==> config.mk <==
export PLATFORM = sky130hd
export DESIGN_NAME = irqArb
export DESIGN_NICKNAME = d
export VERILOG_FILES = /design/src/rtl/irqArbPkg.sv /design/src/rtl/irqArbCtrl.sv /design/src/rtl/irqArbDatapath.sv /design/src/rtl/irqArb.sv
export SDC_FILE = /design/constraint.sdc
export NUM_CORES = 1
export LEC_CHECK = 0
export ABC_AREA = 1
export BUFFER_PORTS_ARGS = -buffer_cell sky130_fd_sc_hd__buf_4
export CORE_AREA = 5 5 108 110
export CTS_CLUSTER_SIZE = 14
export DETAILED_ROUTE_END_ITERATION = 12
export DIE_AREA = 0 0 113 115
export PLACE_DENSITY = 0.58
export SYNTH_ARGS = -nofsm -noshare
export SYNTH_HDL_FRONTEND = slang
export SYNTH_SLANG_ARGS = --single-unit
==> constraint.sdc <==
create_clock -name clk -period 1.9 [get_ports clk]
set_input_delay 0.285 -clock clk [delete_from_list [all_inputs] [get_ports clk]]
set_output_delay 0.285 -clock clk [all_outputs]
set_load 0.01 [all_outputs]
==> src/rtl/irqArbPkg.sv <==
package irqArbPkg;
  typedef struct packed {
    logic latchVec;   // capture the selected vector this edge
    logic ackActive;  // acknowledge is being held
  } arbStrobes_t;
endpackage

==> src/rtl/irqArbCtrl.sv <==
module irqArbCtrl
  import irqArbPkg::*;
(
  input  logic        clk,
  input  logic        rstN,
  input  logic        intAck,
  output arbStrobes_t strobes
);
  typedef enum logic {ACK_IDLE, ACK_HOLD} ackState_t;
  ackState_t ackState;

  always_ff @(posedge clk or negedge rstN) begin
    if (!rstN) ackState <= ACK_IDLE;
    else       ackState <= intAck ? ACK_HOLD : ACK_IDLE;
  end

  always_comb begin
    strobes.latchVec  = intAck && (ackState == ACK_IDLE);
    strobes.ackActive = (ackState == ACK_HOLD);
  end

  // valid tracks acknowledge one edge later
  p_valid_rise_r5: assert property (@(posedge clk) disable iff (!rstN)
    intAck |=> strobes.ackActive);
  p_valid_fall_r5: assert property (@(posedge clk) disable iff (!rstN)
    !intAck |=> !strobes.ackActive);
endmodule

==> src/rtl/irqArbDatapath.sv <==
module irqArbDatapath
  import irqArbPkg::*;
#(
  parameter int NUM_SRC = 8,
  parameter int VEC_W   = 8,
  parameter int DATA_W  = 8,
  parameter int ADDR_W  = 4,
  parameter logic [VEC_W-1:0] SPURIOUS_VEC = '1
) (
  input  logic               clk,
  input  logic               rstN,
  input  logic [NUM_SRC-1:0] irqIn,
  input  logic               wrEn,
  input  logic [ADDR_W-1:0]  wrAddr,
  input  logic [DATA_W-1:0]  wrData,
  input  arbStrobes_t        strobes,
  output logic               irqOut,
  output logic [VEC_W-1:0]   vecOut
);
  localparam logic [ADDR_W-1:0] MASK_ADDR = ADDR_W'(NUM_SRC);

  logic [VEC_W-1:0]   vecMem [NUM_SRC];
  logic [NUM_SRC-1:0] maskReg;
  logic [NUM_SRC-1:0] pend;
  logic [NUM_SRC:0]   higherPend;
  logic [NUM_SRC-1:0] grant;
  logic [VEC_W-1:0]   selVec;
  logic [VEC_W-1:0]   vecReg;

  // register programming
  always_ff @(posedge clk or negedge rstN) begin
    if (!rstN) maskReg <= '0;
    else if (wrEn && wrAddr == MASK_ADDR) maskReg <= wrData[NUM_SRC-1:0];
  end

  for (genvar i = 0; i < NUM_SRC; i++) begin : g_vec
    always_ff @(posedge clk or negedge rstN) begin
      if (!rstN) vecMem[i] <= '0;
      else if (wrEn && wrAddr == ADDR_W'(i)) vecMem[i] <= wrData[VEC_W-1:0];
    end
  end

  // fixed priority chain, index 0 highest
  assign pend = irqIn & maskReg;
  assign higherPend[0] = 1'b0;
  for (genvar i = 0; i < NUM_SRC; i++) begin : g_prio
    assign grant[i]        = pend[i] & ~higherPend[i];
    assign higherPend[i+1] = higherPend[i] | pend[i];
  end

  always_comb begin
    selVec = higherPend[NUM_SRC] ? '0 : SPURIOUS_VEC;
    for (int i = 0; i < NUM_SRC; i++)
      if (grant[i]) selVec = selVec | vecMem[i];
  end

  always_ff @(posedge clk or negedge rstN) begin
    if (!rstN) vecReg <= '0;
    else if (strobes.latchVec) vecReg <= selVec;
  end

  assign irqOut = |pend;
  assign vecOut = vecReg;

  p_grant_onehot_r4: assert property (@(posedge clk) disable iff (!rstN)
    $onehot0(grant));
  p_quiet_inputs_r2: assert property (@(posedge clk) disable iff (!rstN)
    (irqIn == '0) |-> !irqOut);
  p_spurious_r7: assert property (@(posedge clk) disable iff (!rstN)
    (strobes.latchVec && pend == '0) |=> (vecOut == SPURIOUS_VEC));
endmodule

==> src/rtl/irqArb.sv <==
module irqArb #(
  parameter int NUM_SRC = 8,
  parameter int VEC_W   = 8,
  parameter logic [VEC_W-1:0] SPURIOUS_VEC = '1,
  localparam int DATA_W = (VEC_W > NUM_SRC) ? VEC_W : NUM_SRC,
  localparam int ADDR_W = $clog2(NUM_SRC + 1)
) (
  input  logic               clk,
  input  logic               rstN,
  input  logic [NUM_SRC-1:0] irqIn,
  input  logic               intAck,
  input  logic               wrEn,
  input  logic [ADDR_W-1:0]  wrAddr,
  input  logic [DATA_W-1:0]  wrData,
  output logic               irqOut,
  output logic [VEC_W-1:0]   vecOut,
  output logic               vecValid
);
  irqArbPkg::arbStrobes_t strobes;

  irqArbCtrl u_ctrl (
    .clk(clk), .rstN(rstN), .intAck(intAck), .strobes(strobes)
  );

  irqArbDatapath #(
    .NUM_SRC(NUM_SRC), .VEC_W(VEC_W), .DATA_W(DATA_W),
    .ADDR_W(ADDR_W), .SPURIOUS_VEC(SPURIOUS_VEC)
  ) u_dp (
    .clk(clk), .rstN(rstN), .irqIn(irqIn), .wrEn(wrEn), .wrAddr(wrAddr),
    .wrData(wrData), .strobes(strobes), .irqOut(irqOut), .vecOut(vecOut)
  );

  assign vecValid = strobes.ackActive;

  // captured vector constant while acknowledge is held
  p_vec_stable_r6: assert property (@(posedge clk) disable iff (!rstN)
    (vecValid && $past(vecValid)) |-> $stable(vecOut));
endmodule

# Yosys cells after proc, flatten, opt, wreduce, memory -nomap -nowiden
# Index checks and enable logic that the tools add are counted.
# W data, S select, Z words.
dict set report totals {
  reg_bits 81
  inputBits 24
  out_inout_bits 10
  word_cells 72
}
dict set report op_classes {
  eq_ne 8
  n_mux 10
  bitwise_logic 31
  reduce_logical 12
}
# cell n
set ops {}
lappend ops {{$mux W8} 9}
lappend ops {{$or A8 B8 Y8} 8}
lappend ops {{$eq A4 B3 Y1 const B} 4}
lappend ops {{$logic_and A1 B1 Y1} 10}
lappend ops {{$and A8 B8 Y8} 1}
lappend ops {{$eq A4 B2 Y1 const B} 2}
lappend ops {{$not A1 Y1} 8}
lappend ops {{$reduce_or A8 Y1} 1}
lappend ops {{$and A1 B1 Y1} 7}
lappend ops {{$or A1 B1 Y1} 7}
lappend ops {{$eq A4 B1 Y1 const B} 1}
lappend ops {{$eq A4 B4 Y1 const B} 1}
lappend ops {{$logic_not A4 Y1} 1}
lappend ops {{$mux W1} 1}

# Logic depth before layout (Yosys ltp)
# Gate-level depths: netlist of run 1.
dict set report logic_depth {
  depth_word 25
  mapped_depth 10
  depth_no_buf 10
}

# By module
# A second synthesis of run 1 with hierarchy kept.
dict set report hier_totals {
  cells_unflattened 450
  hier_area_um2 3728.6
}
# module instances cells_each area_each_um2 seq_area_each_um2
set modules_own_cells {}
lappend modules_own_cells {irqArbDatapath 1 446 3686.0 2001.9}
lappend modules_own_cells {irqArbCtrl 1 4 42.5 25.0}

# Worst setup path before layout of run 1
# No wires, ideal clock.
dict set report synth_timing {
  path_kind {register to output}
  startpoint {register u_dp.maskReg[0]}
  endpoint {output irqOut}
  arrival_time_ns 1.204
  required_time_ns 1.615
  path_slack_ns 0.411
  stages_incl_launch_ff 7
  n_path_buf 0
  path_cell_list {dfrtp_1 -> nand2_4 -> nand2_8 -> nor2_8 -> nand3_4 -> a21oi_4 -> nand2_4}
}
dict set report synth_between {
  elab_chain_len 2
}
# item line_no
set synth_rtl {}
lappend synth_rtl {{start, declared} irqArbDatapath.sv:23} ;# logic [NUM_SRC-1:0] maskReg;
lappend synth_rtl {{start signal, assigned} irqArbDatapath.sv:33} ;# else if (wrEn && wrAddr == MASK_ADDR) maskReg <= wrData[NUM_SRC-1:0];
lappend synth_rtl {{$and A8 B8 Y8} irqArbDatapath.sv:44} ;# assign pend = irqIn & maskReg;
lappend synth_rtl {{$reduce_or A8 Y1} irqArbDatapath.sv:62} ;# assign irqOut = |pend;
lappend synth_rtl {{end, declared} irqArb.sv:15} ;# output logic irqOut,
# Every way passes these cells.

# Final worst setup path of run 1
dict set report layout_timing {
  startpoint {register u_dp.maskReg[1]}
  endpoint {output irqOut}
}
# Same word-level chain as after synthesis.

==> results of run 1 <==
[timing repair]
action / in CTS / in global routing
hold buffers: 1 / 0
hold endpoints to repair: 34 / 0
gates resized for setup: 3 / 0
setup endpoints to repair: 1 / 1
pin swaps: 3 / 3
buffers inserted: 3 / 9
[cells in the final DEF, fill, tap and decap left out, types with 2 or more instances in the layout]
master and count:
nor2_1 55, nand2_4 4, nand2_2 2, nor3_1 8, nand3_1 52, clkbuf_8 11, clkinv_2 2, dfrtp_1 81
inv_1 35, o21ai_0 72, buf_4 49, nand2_1 114
[power by group through the flow]
stage / registers (W) / logic, W / clock network, W
after floorplan: 0.00230 / 0.000624 / 0
after global placement: 0.00232 / 0.00100 / 0
after detailed placement: 0.00232 / 0.00102 / 0
after CTS: 0.00229 / 0.00105 / 0.00129
after global routing: 0.00234 / 0.00127 / 0.00134
final: 0.00230 / 0.00111 / 0.00125
[metal layers]
metal / GRT usage (%) / routed length, µm / vias to the layer above
met5: 0 / 0 / -
met4: 5.849 / 136 / 0
met3: 3.000 / 516 / 7
met2: 22.87 / 4229 / 98
met1: 20.63 / 4329 / 1386
li1: - / - / 1527
[critical path: cells and delay by family (launching register included)]
kind | cells | cell delay (ps)
buf+inv | 1 | 150
compound gates | 1 | 150
flops | 1 | 410
simple gates | 5 | 480
[metrics by stage]
step	cells	area, µm²	setup TNS [ps]	hold WS, ps	power (W)
after floorplan	440	3630	0	-10.59	0.002921
after global placement	608	4065	0	265.3	0.003320
after detailed placement	608	4065	0	268.9	0.003344
after CTS	627	4305	0	34.86	0.004627
after global routing	636	4373	-8.414	37.22	0.004953
final	636	4373	0	53.09	0.004663
[flip-flops by register name, indices dropped and copies added (netlist names)]
register	count
u_dp.vecOut	8
u_ctrl.ackState	1
u_dp.maskReg	8
u_dp.vecMem	64
[path summary, 6_finish.rpt]
| kind | startpoint | endpoint | slack (ps) | cells past startpoint |
|---|---|---|---|---|
| setup / recovery | u_dp.maskReg[1] | irqOut | 70 | 7 |
| max in group asynchronous | rstN | u_dp.vecOut[1] | 860 | 3 |
| min in group asynchronous | rstN | u_dp.vecMem[42] | 430 | 2 |
| hold / removal | intAck | u_ctrl.ackState | 50 | 1 |
| setup reg to reg | u_dp.maskReg[0] | u_dp.vecOut[0] | 150 | 11 |
| hold reg to reg | u_dp.vecMem[19] | u_dp.vecMem[19] | 490 | 2 |
[layout make-up]
cell class              count  share of cell area [%]
flip-flops and latches     81                   46.35
repair buffers             51                   9.099
inverters                  35                   3.004
well taps                 140                   4.006
multi-input cells         314                   33.08
clock inverters             3                  0.9156
clock buffers              12                   3.548
[cell families (layout without fill, tap and decap cells)]
kind of cell	after synthesis	in the layout	synth area share (%)
flops	81	81	55.84
buf+inv	45	101	4.654
simple gates	241	241	29.13
compound gates	73	73	10.38
==> impl_metrics.ini, run 1 <==
[die]
area_of_the_die_um2 = 13000
die_h_um = 115
floorplan_core_area_um2 = 10600
dieWidth_um = 113
effective_utilization_at_floorplan_pct = 34.23
boundaryPins = 34
placement_rows = 38

[logic_synthesis]
netlist.top_cell.by_area = dfrtp_1
yosys_most_used_dff = dfrtp_1
yosysMostFrequentCell = nand2_1
post_synth_main_area_contributors = dfrtp_1, nand2_1, o21ai_0
ys_types = 17
netlist_top_cells_count = nand2_1, dfrtp_1, o21ai_0
synth_largest_type_area_fraction_pct = 55.84
synth.cell_area_um2 = 3630
avgSynthCellArea_um2 = 8.249
synthesis.instances = 440
synth_edf_count = 0
register_bit_total_from_synthesis = 81
synth_nets = 464
synth_sequential_area_ratio_pct = 55.84
async_flop_share_pct = 100.0
synthesis.yosys.warnings = 0

[sta]
clock-skew-final_ps = 7.966
finalHoldViolations = 0
timing.final.crit_share_pct = 96.14
report.final.setup_viol = 0
worst_pin_slew_ps = 536.1
min_period_ps = 1827
fmaxAchievable_ghz = 0.5475
post-route-worst-setup-slack_ps = 73.37
drv_slew = 0
slew_headroom_pct = 64.16

[routing]
routed_via_density = 4.745
finalWirelength_mm = 9.211
pre_antenna_drt_iters = 4
drc = 0
drtIter0Drc = 243
antenna_violating_nets_post_route = 0
avgRoutedWirePerCell_um = 14.48
vias = 3018

[grt]
grt_start_max_net_pins = 48
grt_antenna_before_repair = 0
globalRouteOverflowTotal = 0
grt_pass1_wl_mm = 14.90
first_global_vias = 2802
track_usage_pct = 14.83

[power]
clockPowerShare_pct = 26.8
swShare_pct = 30.57
internal-power_w = 0.003237
p_per_area_nw_per_um2 = 1066
power_switching_w = 0.001425
power.static_leakage_nw = 2.157
seqPwrFrac_pct = 49.3
vdd_ir_drop_max_mv = 0.3042
combinationalPowerShare_pct = 23.9

[cts]
cts_made_buffers = 9
cts.path.max_buffers = 2
h_tree_depth = 3
cts.sink_count = 81
clockRootBuffer = clkbuf_8
clk_latency_ps = 350
clkSlewWorstSetupHoldPaths_ps = 80
cts_tree = done

[finish]
layout-area-overhead-vs-synth_pct = 20.48
finish.net_count = 516
seqCellArea_um2 = 2027
post_route_cells_drive_above_1_share_pct = 15.12
layout.filler_cells = 1076
multiInputGateArea_um2 = 1446
finalCoreUtilization_pct = 41.24
antenna_cells = 0

[worst_setup_path]
cp_common_cell = nand2_4
worstPathMaxFanout = 6
critical_path.max_stage_delay_ps = 410
timing.setup.critical_path_class = flop to output port
cp_cell_sequence = nand2_4 -> nand2_8 -> nor2_8 -> nand3_4 -> a21oi_4 -> nand2_4 -> buf_4
worst_ep_required_time_ps = 1620
cp-start-kind = flop
cp.arrival_ps = 1540
worst_path_max_delay_cell = dfrtp_1
end_kind = output port

[place]
gp_routability_congestion = 0.8607
dp_slack_ps = 237.3
port_buffers = 33
dpl.hpwl_mm = 6.439

[flow_run]
max_cap_viol_count = 0

[hold_path]
worstHoldPathType = input pin to flop

[run_status]
outcome = finished, final reports clean
Note: power is estimated with default switching activity, not from simulation.
==> inputs of run 2 (changes only) <==
ABC_AREA = unset   (was 1)
CORE_AREA = 5 5 111 113   (was 5 5 108 110)
DIE_AREA = 0 0 116 118   (was 0 0 113 115)
==> run 2 against run 1 <==
Effect of this change: the flow now finishes with violations (setup timing); worst setup slack worse by 100 ps; synthesized cell count shrank 30%; clock-buffer cell count increased by 2; worst hold slack gained 17 ps.
==> impl_metrics.ini, run 2 <==
[finish]
layout_commonest_cell = dfrtp_1
finalCoreUtilization_pct = 41.82
reg_with_most_ffs = u_dp.vecMem
antenna_cells = 0
mostFrequentLayoutCells = dfrtp_1, mux2_1, buf_4, nand3_1, o21ai_0
multiInputGateArea_um2 = 1709
seqCellArea_um2 = 2027
layout.filler_cells = 1089
finish.net_count = 383
layout-area-overhead-vs-synth_pct = 23.71
post-route-cell-area_um2 = 4693
number_of_flip_flops_under_the_largest_register_name = 64
post_route_cells_drive_above_1_share_pct = 25.27

[routing]
antenna_violating_nets_post_route = 0
finalWirelength_mm = 9.855
avgRoutedWirePerCell_um = 19.44
pre_antenna_drt_iters = 4
drtIter0Drc = 135
drc = 0
routed_via_density = 5.272
vias = 2673

[worst_setup_path]
timing.setup.critical_path_class = flop to output port
cp.arrival_ps = 1650
worstPathMaxFanout = 2
r2r-start = u_dp.maskReg[3]
end_kind = output port
cp-start-kind = flop
critical_path.startpoint = u_dp.maskReg[3]
number_of_cells_on_the_worst_reg_to_reg_path = 7
worst_ep_required_time_ps = 1620

[sta]
min_period_ps = 1930
rsz_0062_raised_after_global_routing = yes
timing.final.crit_share_pct = 101.6
clock-skew-final_ps = 2.971
post-route-worst-setup-slack_ps = -30.29
drv_slew = 0
setup_total_negative_slack_ps = -30.29
finalHoldViolations = 0
worst_pin_slew_ps = 582.1
slew_headroom_pct = 61.05
report.final.setup_viol = 1
fmaxAchievable_ghz = 0.5181

[logic_synthesis]
synth_top_family_by_area = multiplexers
register_bit_total_from_synthesis = 81
yosys.area_share.xor_xnor_pct = 0
synthesis.yosys.warnings = 0
netlist_top_cells_count = dfrtp_1, mux2_1, nand3_1
synth_edf_count = 0
synth_compound_gate_area_share_pct = 9.334
ys_types = 34
synth_nets = 330
synth_adder_area_share_pct = 0
yosysMostFrequentCell = dfrtp_1
synthesis.instances = 306
synth_sequential_area_ratio_pct = 53.43
synth_largest_type_area_fraction_pct = 53.43
post_synth_main_area_contributors = dfrtp_1, mux2_1, mux2_2
avgSynthCellArea_um2 = 12.40
synth_simple_gate_area_share_pct = 13.79
async_flop_share_pct = 100.0
netlist.top_cell.by_area = dfrtp_1
post_synth_mux_area_share_pct = 21.37
yosys_most_used_dff = dfrtp_1
synth.cell_area_um2 = 3794

[power]
power.static_leakage_nw = 2.015
vdd_ir_drop_max_mv = 0.3738
p_per_area_nw_per_um2 = 1142
power.total_w = 0.005358

[die]
placement_rows = 39
die_h_um = 118
area_of_the_die_um2 = 13690
dieWidth_um = 116
effective_utilization_at_floorplan_pct = 33.80
boundaryPins = 34
floorplan_core_area_um2 = 11220

[cts]
clockRootBuffer = clkbuf_16
cts_tree = done
cts.path.max_buffers = 2
cts.sink_count = 81
h_tree_depth = 3
clkSlewWorstSetupHoldPaths_ps = 60
cts_made_buffers = 9
clk_latency_ps = 330

[hold_path]
hold_path_depth = 1
worstHoldStart = intAck
worstHoldPathType = input pin to flop

[place]
port_buffers = 33
gp_routability_congestion = 0.8699
dpl.hpwl_mm = 7.098
post_dp_cell_area_um2 = 4297
dp_slack_ps = 127.9

[grt]
grt_antenna_before_repair = 0
globalRouteOverflowTotal = 0
track_usage_pct = 15.30
grt_start_max_net_pins = 47
grt_pass1_wl_mm = 15.85
first_global_vias = 2792

[flow_run]
max_cap_viol_count = 0

[run_status]
outcome = finished with violations
violated_checks = setup timing
[run 2: cell count changes in the layout (fill, tap and decap cells not counted), moves of 8 or more]
cell,delta
nand2_1,-101
mux2_1,+60
o21ai_0,-50
nor2_1,-44
inv_1,-35
nand3_1,-28
mux2_2,+12
and3_1,+9
clkbuf_16,+9
clkbuf_8,-9
a221oi_1,+8
a41oi_1,+8
nor3b_1,+8
[run 2: report_power, final]
group / switching, W / total (W) / leakage [nW] / internal (W)
clock: 0.000647 / 0.00187 / 0.157 / 0.00122
combinational: 0.000543 / 0.00110 / 0.876 / 0.000560
sequential: 0.000249 / 0.00238 / 0.982 / 0.00213
[run 2: kinds of logic after synthesis]
group                  after synthesis
buffers and inverters               16
flip-flops                          81
multiplexers                        72
AND/OR/NAND/NOR                     89
AO/OA/AOI/OAI                       48
[run 2: path summary, 6_finish.rpt]
kind                                         to  slack (ps)
worst min-delay path            u_ctrl.ackState          70
worst max register to register   u_dp.vecOut[1]         100
min in group asynchronous       u_dp.maskReg[0]         400
worst max-delay path                     irqOut         -30
worst min register to register  u_dp.vecMem[22]         480
max in group asynchronous       u_dp.vecMem[26]         960
[run 2: final cells by class]
cell class | instances | area share (%)
Sequential cell | 81 | 43.19
Clock inverter | 2 | 1.280
Tap cell | 143 | 3.812
Multi-Input combinational cell | 209 | 36.42
Timing Repair Buffer | 58 | 9.677
Clock buffer | 14 | 5.625
[run 2: per-layer routing]
metal / vias to the layer above / share of wire [%] / track usage [%] / wire [µm]
met4: 0 / 2.3 / 5.656 / 227
met1: 1349 / 46 / 21.24 / 4565
met3: 14 / 3.0 / 2.879 / 292
met5: - / 0 / 0 / 0
met2: 51 / 48 / 23.60 / 4770
li1: 1259 / - / - / -
[run 2: what timing repair did]
action                                  in CTS  in global routing
gates resized for setup                      5                  0
endpoints found under the hold margin       20                  0
buffers inserted                             4                  1
endpoints found under the setup margin       1                  1
hold buffers                                 1                  0
pin swaps                                    3                  1
[run 2: worst max-delay path: stages (launching register included)]
cell and delay (ps):
dfrtp_1 390, a22o_4 280, or4_4 520, buf_6 140
[run 2: through the flow]
| stage | cells | hold WS (ps) |
|---|---|---|
| after floorplan | 306 | -10.59 |
| after global placement | 485 | 199.4 |
| after detailed placement | 485 | 206.3 |
| after CTS | 506 | 58.93 |
| after global routing | 507 | 55.01 |
| final | 507 | 70.26 |
